`src/rtl/cfg_dbuf_pkg.sv`:
```
package cfg_dbuf_pkg;

   typedef enum logic {
      BANK_PENDING = 1'b0,
      BANK_LIVE    = 1'b1
   } bank_sel_e;

   function automatic int ctrl_addr(input int num_regs);
      return num_regs;
   endfunction

endpackage

```
`src/rtl/cfg_pending_bank.sv`:
```
module cfg_pending_bank #(
   parameter int NUM_REGS = 8,
   parameter int DATA_W   = 16,
   parameter int ADDR_W   = 4,
   parameter logic [NUM_REGS*DATA_W-1:0] RESET_VAL = '0
) (
   input  logic                       clk,
   input  logic                       rst_n,
   input  logic                       wr_en,
   input  logic [ADDR_W-1:0]          wr_addr,
   input  logic [DATA_W-1:0]          wr_data,
   output logic [NUM_REGS*DATA_W-1:0] pend_flat
);

   generate
      if (NUM_REGS < 1) begin : g_bad_regs
         $error("cfg_pending_bank: NUM_REGS must be at least 1");
      end
      if ((1 << ADDR_W) <= NUM_REGS) begin : g_bad_addr
         $error("cfg_pending_bank: ADDR_W too small for control address");
      end
   endgenerate

   genvar gi;
   generate
      for (gi = 0; gi < NUM_REGS; gi++) begin : g_reg
         logic [DATA_W-1:0] q;
         logic              hit;

         assign hit = wr_en && (wr_addr == ADDR_W'(gi));

         always_ff @(posedge clk or negedge rst_n) begin
            if (!rst_n)   q <= RESET_VAL[gi*DATA_W +: DATA_W];
            else if (hit) q <= wr_data;
         end

         assign pend_flat[gi*DATA_W +: DATA_W] = q;


         pend_write_lands_chk: assert property (@(posedge clk) disable iff (!rst_n)
            hit |=> (pend_flat[gi*DATA_W +: DATA_W] == $past(wr_data)));
      end
   endgenerate

endmodule

```
`src/rtl/cfg_live_bank.sv`:
```
module cfg_live_bank #(
   parameter int NUM_REGS = 8,
   parameter int DATA_W   = 16,
   parameter logic [NUM_REGS*DATA_W-1:0] RESET_VAL = '0
) (
   input  logic                       clk,
   input  logic                       rst_n,
   input  logic                       copy_en,
   input  logic [NUM_REGS*DATA_W-1:0] pend_flat,
   output logic [NUM_REGS*DATA_W-1:0] live_flat
);

   genvar gi;
   generate
      for (gi = 0; gi < NUM_REGS; gi++) begin : g_reg
         logic [DATA_W-1:0] q;

         always_ff @(posedge clk or negedge rst_n) begin
            if (!rst_n)       q <= RESET_VAL[gi*DATA_W +: DATA_W];
            else if (copy_en) q <= pend_flat[gi*DATA_W +: DATA_W];
         end

         assign live_flat[gi*DATA_W +: DATA_W] = q;
      end
   endgenerate


   live_hold_chk: assert property (@(posedge clk) disable iff (!rst_n)
      !copy_en |=> $stable(live_flat));


   live_copy_whole_chk: assert property (@(posedge clk) disable iff (!rst_n)
      copy_en |=> (live_flat == $past(pend_flat)));

endmodule

```
`src/rtl/cfg_commit_ctrl.sv`:
```
module cfg_commit_ctrl (
   input  logic clk,
   input  logic rst_n,
   input  logic arm_req,
   input  logic pattern_running,
   output logic armed,
   output logic copy_en,
   output logic xfer_done
);

   logic armed_q;
   logic armed_d;
   logic done_q;

   assign copy_en = armed_q && !pattern_running;

   always_comb begin
      armed_d = armed_q;
      if (copy_en) armed_d = 1'b0;
      if (arm_req) armed_d = 1'b1;
   end

   always_ff @(posedge clk or negedge rst_n) begin
      if (!rst_n) begin
         armed_q <= 1'b0;
         done_q  <= 1'b0;
      end else begin
         armed_q <= armed_d;
         done_q  <= copy_en;
      end
   end

   assign armed     = armed_q;
   assign xfer_done = done_q;


   hold_while_running_chk: assert property (@(posedge clk) disable iff (!rst_n)
      (armed && pattern_running) |=> armed);


   rearm_wins_chk: assert property (@(posedge clk) disable iff (!rst_n)
      arm_req |=> armed);


   clear_on_copy_chk: assert property (@(posedge clk) disable iff (!rst_n)
      (copy_en && !arm_req) |=> (!armed && xfer_done));


   done_pulse_chk: assert property (@(posedge clk) disable iff (!rst_n)
      (!copy_en) |=> !xfer_done);

endmodule

```
`src/rtl/cfg_dbuf_bank.sv`:
```
module cfg_dbuf_bank
   import cfg_dbuf_pkg::*;
#(
   parameter int NUM_REGS = 8,
   parameter int DATA_W   = 16,
   parameter int UPD_BIT  = 0,
   parameter logic [NUM_REGS*DATA_W-1:0] RESET_VAL = '0,
   localparam int ADDR_W  = $clog2(NUM_REGS + 1),
   localparam int FLAT_W  = NUM_REGS * DATA_W
) (
   input  logic              clk,
   input  logic              rst_n,
   input  logic              wr_en,
   input  logic [ADDR_W-1:0] wr_addr,
   input  logic [DATA_W-1:0] wr_data,
   input  logic [ADDR_W-1:0] rd_addr,
   input  logic              rd_bank,
   output logic [DATA_W-1:0] rd_data,
   input  logic              pattern_running,
   output logic              update_armed,
   output logic              xfer_done,
   output logic [FLAT_W-1:0] active_regs
);

   localparam int CTRL_ADDR = ctrl_addr(NUM_REGS);

   generate
      if (UPD_BIT < 0 || UPD_BIT >= DATA_W) begin : g_bad_bit
         $error("cfg_dbuf_bank: UPD_BIT outside data word");
      end
   endgenerate

   logic [FLAT_W-1:0] pend_flat;
   logic [FLAT_W-1:0] live_flat;
   logic              arm_req;
   logic              copy_en;
   logic              armed;

   assign arm_req = wr_en && (wr_addr == ADDR_W'(CTRL_ADDR)) && wr_data[UPD_BIT];

   cfg_pending_bank #(
      .NUM_REGS (NUM_REGS),
      .DATA_W   (DATA_W),
      .ADDR_W   (ADDR_W),
      .RESET_VAL(RESET_VAL)
   ) u_pending (
      .clk      (clk),
      .rst_n    (rst_n),
      .wr_en    (wr_en),
      .wr_addr  (wr_addr),
      .wr_data  (wr_data),
      .pend_flat(pend_flat)
   );

   cfg_live_bank #(
      .NUM_REGS (NUM_REGS),
      .DATA_W   (DATA_W),
      .RESET_VAL(RESET_VAL)
   ) u_live (
      .clk      (clk),
      .rst_n    (rst_n),
      .copy_en  (copy_en),
      .pend_flat(pend_flat),
      .live_flat(live_flat)
   );

   cfg_commit_ctrl u_ctrl (
      .clk            (clk),
      .rst_n          (rst_n),
      .arm_req        (arm_req),
      .pattern_running(pattern_running),
      .armed          (armed),
      .copy_en        (copy_en),
      .xfer_done      (xfer_done)
   );

   always_comb begin
      rd_data = '0;
      if (int'(rd_addr) < NUM_REGS) begin
         for (int i = 0; i < NUM_REGS; i++) begin
            if (rd_addr == ADDR_W'(i)) begin
               if (bank_sel_e'(rd_bank) == BANK_LIVE)
                  rd_data = live_flat[i*DATA_W +: DATA_W];
               else
                  rd_data = pend_flat[i*DATA_W +: DATA_W];
            end
         end
      end else if (rd_addr == ADDR_W'(CTRL_ADDR)) begin
         rd_data[UPD_BIT] = armed;
      end
   end

   assign update_armed = armed;
   assign active_regs  = live_flat;


   live_frozen_running_chk: assert property (@(posedge clk) disable iff (!rst_n)
      (update_armed && pattern_running) |=> $stable(active_regs));


   reset_clears_flag_chk: assert property (@(posedge clk)
      !rst_n |-> !update_armed);

endmodule

```
`config.mk`:
```
export PLATFORM = sky130hd
export DESIGN_NAME = cfg_dbuf_bank
export DESIGN_NICKNAME = d
export VERILOG_FILES = /design/src/rtl/cfg_dbuf_pkg.sv /design/src/rtl/cfg_pending_bank.sv /design/src/rtl/cfg_live_bank.sv /design/src/rtl/cfg_commit_ctrl.sv /design/src/rtl/cfg_dbuf_bank.sv
export SDC_FILE = /design/constraint.sdc
export NUM_CORES = 1
export LEC_CHECK = 0
export ABC_AREA = 1
export BUFFER_PORTS_ARGS = -buffer_cell sky130_fd_sc_hd__buf_2
export CAP_MARGIN = 20
export CELL_PAD_IN_SITES_DETAIL_PLACEMENT = 1
export CELL_PAD_IN_SITES_GLOBAL_PLACEMENT = 2
export CORE_MARGIN = 1
export CORE_UTILIZATION = 36
export DETAILED_ROUTE_END_ITERATION = 10
export GPL_ROUTABILITY_DRIVEN = 0
export GPL_TIMING_DRIVEN = 0
export PLACE_DENSITY = 0.93
export SKIP_LAST_GASP = 1
export SLEW_MARGIN = 25
export SYNTH_ARGS = -nofsm -noshare
export SYNTH_HDL_FRONTEND = slang
export SYNTH_HIERARCHICAL = 1
export SYNTH_SLANG_ARGS = --single-unit
```
`constraint.sdc`:
```
create_clock -name clk -period 2.85 [get_ports clk]
set_input_delay 0.285 -clock clk [delete_from_list [all_inputs] [get_ports clk]]
set_output_delay 0.285 -clock clk [all_outputs]
set_load 0.01 [all_outputs]
```
### Word level (Yosys, flattened, before mapping)

Cells that the tools add are included.
Widths: inputs -> output; s select.

| word-level totals | value |
|---|---|
| register bits after elaboration | 258 |
| output and inout bits | 146 |

| operators by class | value |
|---|---|
| magnitude comparators | 1 |
| eq/ne operators | 16 |
| multiplexer cells | 21 |
| reduce and logical (&&, ||, !) cells | 15 |

Operators with widths:

| cell | count |
|---|---|
| $mux 16 | 16 |
| $eq 4x3->1 const B | 8 |
| $eq 4x2->1 const B | 4 |
| $mux 15 | 1 |
| $logic_and 1x1->1 | 11 |
| $eq 4x1->1 const B | 2 |
| $eq 4x4->1 const B | 2 |
| $logic_not 4->1 | 2 |
| $lt 4x4->1 const B | 1 |
| $mux 1 | 4 |
| $reduce_bool 2->1 | 1 |
| $logic_not 1->1 | 1 |

### Logic depth before layout (Yosys ltp)

| logic depth | value |
|---|---|
| depth in word-level cells | 10 |
| depth in mapped cells | 11 |
| depth with buffers taken out | 9 |

### By module

The synthesis kept the hierarchy.

Modules (own cells, without submodules):

| module | times used | cells each | area each (µm²) |
|---|---|---|---|
| cfg_pending_bank | 1 | 621 | 5539.1 |
| cfg_live_bank | 1 | 541 | 4959.8 |
| cfg_dbuf_bank | 1 | 595 | 2715.1 |
| cfg_commit_ctrl | 1 | 7 | 71.3 |

### Worst setup path after synthesis

No wires, ideal clock.

| timing | value |
|---|---|
| kind | input to output |
| from | in rd_addr[3] |
| to | out rd_data[12] |
| arrival | 1.198 ns |
| required time | 2.565 ns |
| setup slack | 1.367 ns |
| cell stages on the path | 8 |
| buffers on the path | 1 |
| cells stage by stage | inv_2 > nand2_4 > nor2_4 > buf_4 > a21oi_1 > nand3_1 > nand2_1 > a21oi_1 |

| on the way | value |
|---|---|
| longest elaborated chain between the ends | 10 |

Ends and longest elaborated chain:

| element | RTL line | text |
|---|---|---|
| start: declaration | cfg_dbuf_bank.sv:16 | `input logic [ADDR_W-1:0] rd_addr,` |
| $logic_not 4->1 | cfg_dbuf_bank.sv:81 | `if (rd_addr == ADDR_W'(i)) begin` |
| $mux 16 (8 in a row) | cfg_dbuf_bank.sv:81 |  |
| $mux 15 (*) | cfg_dbuf_bank.sv:79 | `if (int'(rd_addr) < NUM_REGS) begin` |
| end: declaration | cfg_dbuf_bank.sv:18 | `output logic [DATA_W-1:0] rd_data,` |

Mark *: on every way between the ends. The rest lies on a longest branch, timed or not.

### Worst setup path after layout

| timing | value |
|---|---|
| from | reg u_live.g_reg[2].q[7] |
| to | out rd_data[7] |

| on the way | value |
|---|---|
| longest elaborated chain between the ends | 8 |

Ends and longest elaborated chain:

| element | RTL line | text |
|---|---|---|
| start: declaration | cfg_live_bank.sv:16 | `logic [DATA_W-1:0] q;` |
| start signal: assignment | cfg_live_bank.sv:19 | `if (!rst_n) q <= RESET_VAL[gi*DATA_W +: DATA_W];` |
| start signal: assignment | cfg_live_bank.sv:20 | `else if (copy_en) q <= pend_flat[gi*DATA_W +: DATA_W];` |
| $mux 16 | cfg_dbuf_bank.sv:82 | `if (bank_sel_e'(rd_bank) == BANK_LIVE)` |
| $mux 16 (6 in a row) | cfg_dbuf_bank.sv:81 |  |
| $mux 15 | cfg_dbuf_bank.sv:79 |  |

Every way passes these cells.

==> impl_results.md <==
- Ys async rst share: 1.00
- YS warnings: 6
- Hold Path End: u_ctrl/armed
- Die Span X: 194 um
- Root buf cell: clkbuf_16
- Core Util, Final: 0.441
- Min-Delay Path Depth: 4
- Sw Ratio: 0.331
- Period utilization: 0.897
- Status: finished clean
- Setup TNS: 0 ns
- CTS Buf Count: 30
- Router iterations before antenna repair: 7
- RR Endpoint: u_live/g_reg[4].q[9]
- Launch point of the worst hold path: wr_addr[1]
- EDFF count, synth: 0
- Via count: 12.8k
- Syn-to-layout area delta: 19.2%
- Row cnt: 69
- Slew margin rel.: 0.336
- Post-cts sizing count: 0
- Syn_nets: 1793
- CP arrival: 2.27 ns
- P_sw: 0.00390 W
- Area contributors post-synth: dfrtp_1 49%, nand2_1 28%, nand4_1 3.3%
- Starting density of the core: 0.370
- Top post-synthesis cells by count: 978 x nand2_1, 258 x dfrtp_1, 80 x nor2_1
- Routed wire length: 54400 um
- Post-Syn Instances: 1764
- Post-route ant nets: 0
- Die H: 194 um
- Top cell type's share of synthesized area: 0.486
- Final instance area: 15800 um2
- TritonCTS clock tree: done
- Setup violators final: 0
- Post-detail-place hpwl: 38600 um
- Worst-margin pin slew: 0.996 ns
- GRT Total Usage: 0.286
- Top cell type by total area after synthesis: dfrtp_1
- Ys flop type: dfrtp_1
- Inst Count DP: 2387
- Starting DRC count in detailed routing: 1024
- Drt drc: 0
- Filler cell count: 4527
- Antenna cells: 0
- Number of global-route vias before repair: 13.0k
- Worst flop-to-flop path startpoint: u_ctrl/armed
- Max VDD drop: 0.000494 V
- Fraction of layout cells with a size suffix above 1: 0.191
- Pleak: 8.87 nW
- Comb pwr share: 0.206
- CP startpoint kind: register
- RSZ-0062 raised after global routing: no
- Worst skew pair latency: 0.58 ns
- R2r setup slk: 1.41 ns
- Hold Fails Final Rpt: 0
- Int Power: 0.00787 W
- Clk buf depth: 3
- Slew Limit Fails: 0
- Seq/Total Area, Yosys: 0.486
- DP Area: 14800 um2
- Htree depth: 1
- First-pass GRT wire length: 81200 um
- Mapped Area: 13300 um2
- CP max FO: 3
- Via-to-Cell Ratio: 5.26
- Routed WL per cell: 22.2 um
- Worst Reg-to-Reg Cells: 6
- Clock sink count: 258
- Most frequent cell after synthesis: nand2_1
- CORE AREA: 35900 um2
- WS Path Type: reg -> out
- Power Dens Cells: 743 nW/um2
- Clk pwr share: 0.355
- Grt total ovfl: 0
- Max Clk Rate: 0.391 GHz
- Max Cap Viol: 0
- Ports: 175
- Clock Skew: 0.0102 ns
- Flops & latches, synth: 258
- Syn avg cell area: 7.53 um2
- WP data required: 2.57 ns
- Port-buffer cells: 159
- Final std cells w/o fill: 2444
- Fin crit period: 2.56 ns
- Antenna violations before repair: 0
- Worst-path clk slew: 0.06 ns
- Worst Hold Class: in -> reg
- Yosys cell types: 29
- Sequential Power Share: 0.439
- Final nets: 1989
- DIE AREA: 37700 um2
- Crit. End Element: primary output
- Largest net degree at the start of global routing: 91
==> layout by cell type, fill, tap and decap left out <==
| cell type | instances |
|---|---|
| clkbuf_8 | 12 |
| clkbuf_16 | 31 |
| nand3_2 | 6 |
| nor2_4 | 11 |
| bufinv_16 | 3 |
| nand2_8 | 1 |
| a31oi_1 | 1 |
| nand2_4 | 2 |
| nand3_4 | 1 |
| buf_1 | 1 |
| nand4_1 | 71 |
| dfrtp_1 | 258 |
| buf_4 | 12 |
| o21ai_1 | 4 |
| o21ai_0 | 20 |
| clkbuf_1 | 17 |
| a21oi_1 | 37 |
| nand2_1 | 978 |
| o21bai_1 | 34 |
| nand3_1 | 20 |
| nor2_8 | 3 |
| or2_2 | 21 |
| nand2_2 | 5 |
| o211ai_1 | 22 |
| nor2_1 | 80 |
| nor2_2 | 4 |
| or2_0 | 1 |
| inv_2 | 9 |
| nor3_1 | 1 |
| buf_2 | 213 |
| buf_16 | 3 |
| dlygate4sd3_1 | 2 |
| buf_8 | 1 |
| buf_6 | 37 |
| clkinv_2 | 4 |
| inv_1 | 57 |
==> worst max-delay path, stage by stage (launching register included) <==
cell      delay [ns]
dfrtp_1         0.40
nand2_1         0.08
nand2_1         0.08
nand2_1         0.09
nand3_1         0.17
o21bai_1        0.38
nand3_1         0.21
nand2_1         0.12
inv_1           0.04
buf_2           0.13
==> routing by layer <==
metal	up-vias	global-route usage	wire, um
li1	5878	-	-
met4	0	0.0920	1650
met1	6427	0.410	24900
met2	452	0.445	24200
met3	87	0.0400	3600
met5	-	0	0
==> worst max path at each step <==
| stage | slack (ns) | end | start |
|---|---|---|---|
| floorplan | 1.37 | rd_data[12] | rd_addr[3] |
| global placement | -3.46 | u_live/g_reg[6].q[13] | rst_n |
| detailed placement | 0.54 | rd_data[6] | rd_bank |
| CTS | 0.39 | rd_data[9] | u_pending/g_reg[2].q[9] |
| global route | 0.23 | rd_data[7] | u_live/g_reg[2].q[7] |
| finish | 0.29 | rd_data[7] | u_live/g_reg[2].q[7] |
==> power by group through the flow <==
stage | logic [W] | registers [W] | clock network (W)
floorplan | 0.00119 | 0.00516 | 0
global placement | 0.00228 | 0.00521 | 0
detailed placement | 0.00239 | 0.00522 | 0
CTS | 0.00242 | 0.00517 | 0.00422
global route | 0.00269 | 0.00527 | 0.00434
finish | 0.00242 | 0.00517 | 0.00418
==> metrics by stage <==
stage / power, W / setup slack, ns / hold slack [ns]
after floorplan: 0.00635 / 1.37 / -0.0106
after global placement: 0.00749 / -3.46 / 0.474
after detailed placement: 0.00761 / 0.542 / 0.342
after CTS: 0.0118 / 0.389 / 0.0209
after global routing: 0.0123 / 0.231 / 0.0421
final: 0.0118 / 0.295 / 0.0338
==> cells by family after synthesis <==
family,Yosys count,share of synthesized area
and+or+nand+nor,1205,0.378
AOI/OAI and AO/OA,118,0.0551
DFF,258,0.486
buffers and inverters,183,0.0812
==> state kept, by name (all words and copies together) (netlist names) <==
register and count:
u_ctrl/armed 1, u_pending/g.q 128, u_ctrl/xfer_done 1, u_live/g.q 128
==> final cells by class <==
type	count	area [um2]	share of cell area
Sequential cell	258	6460	0.408
Multi-Input combinational cell	1323	5750	0.363
Clock buffer	48	960	0.0606
Timing Repair Buffer	164	908	0.0573
Buffer	117	831	0.0524
Tap cell	461	577	0.0364
Inverter	66	248	0.0156
Clock inverter	7	110	0.00695
==> timing repair <==
action,CTS,global route
endpoints found under the hold margin,87,0
buffers inserted,0,0
hold buffers,2,0
setup endpoints to repair,0,0
Note: power is estimated with default switching activity, not from simulation.
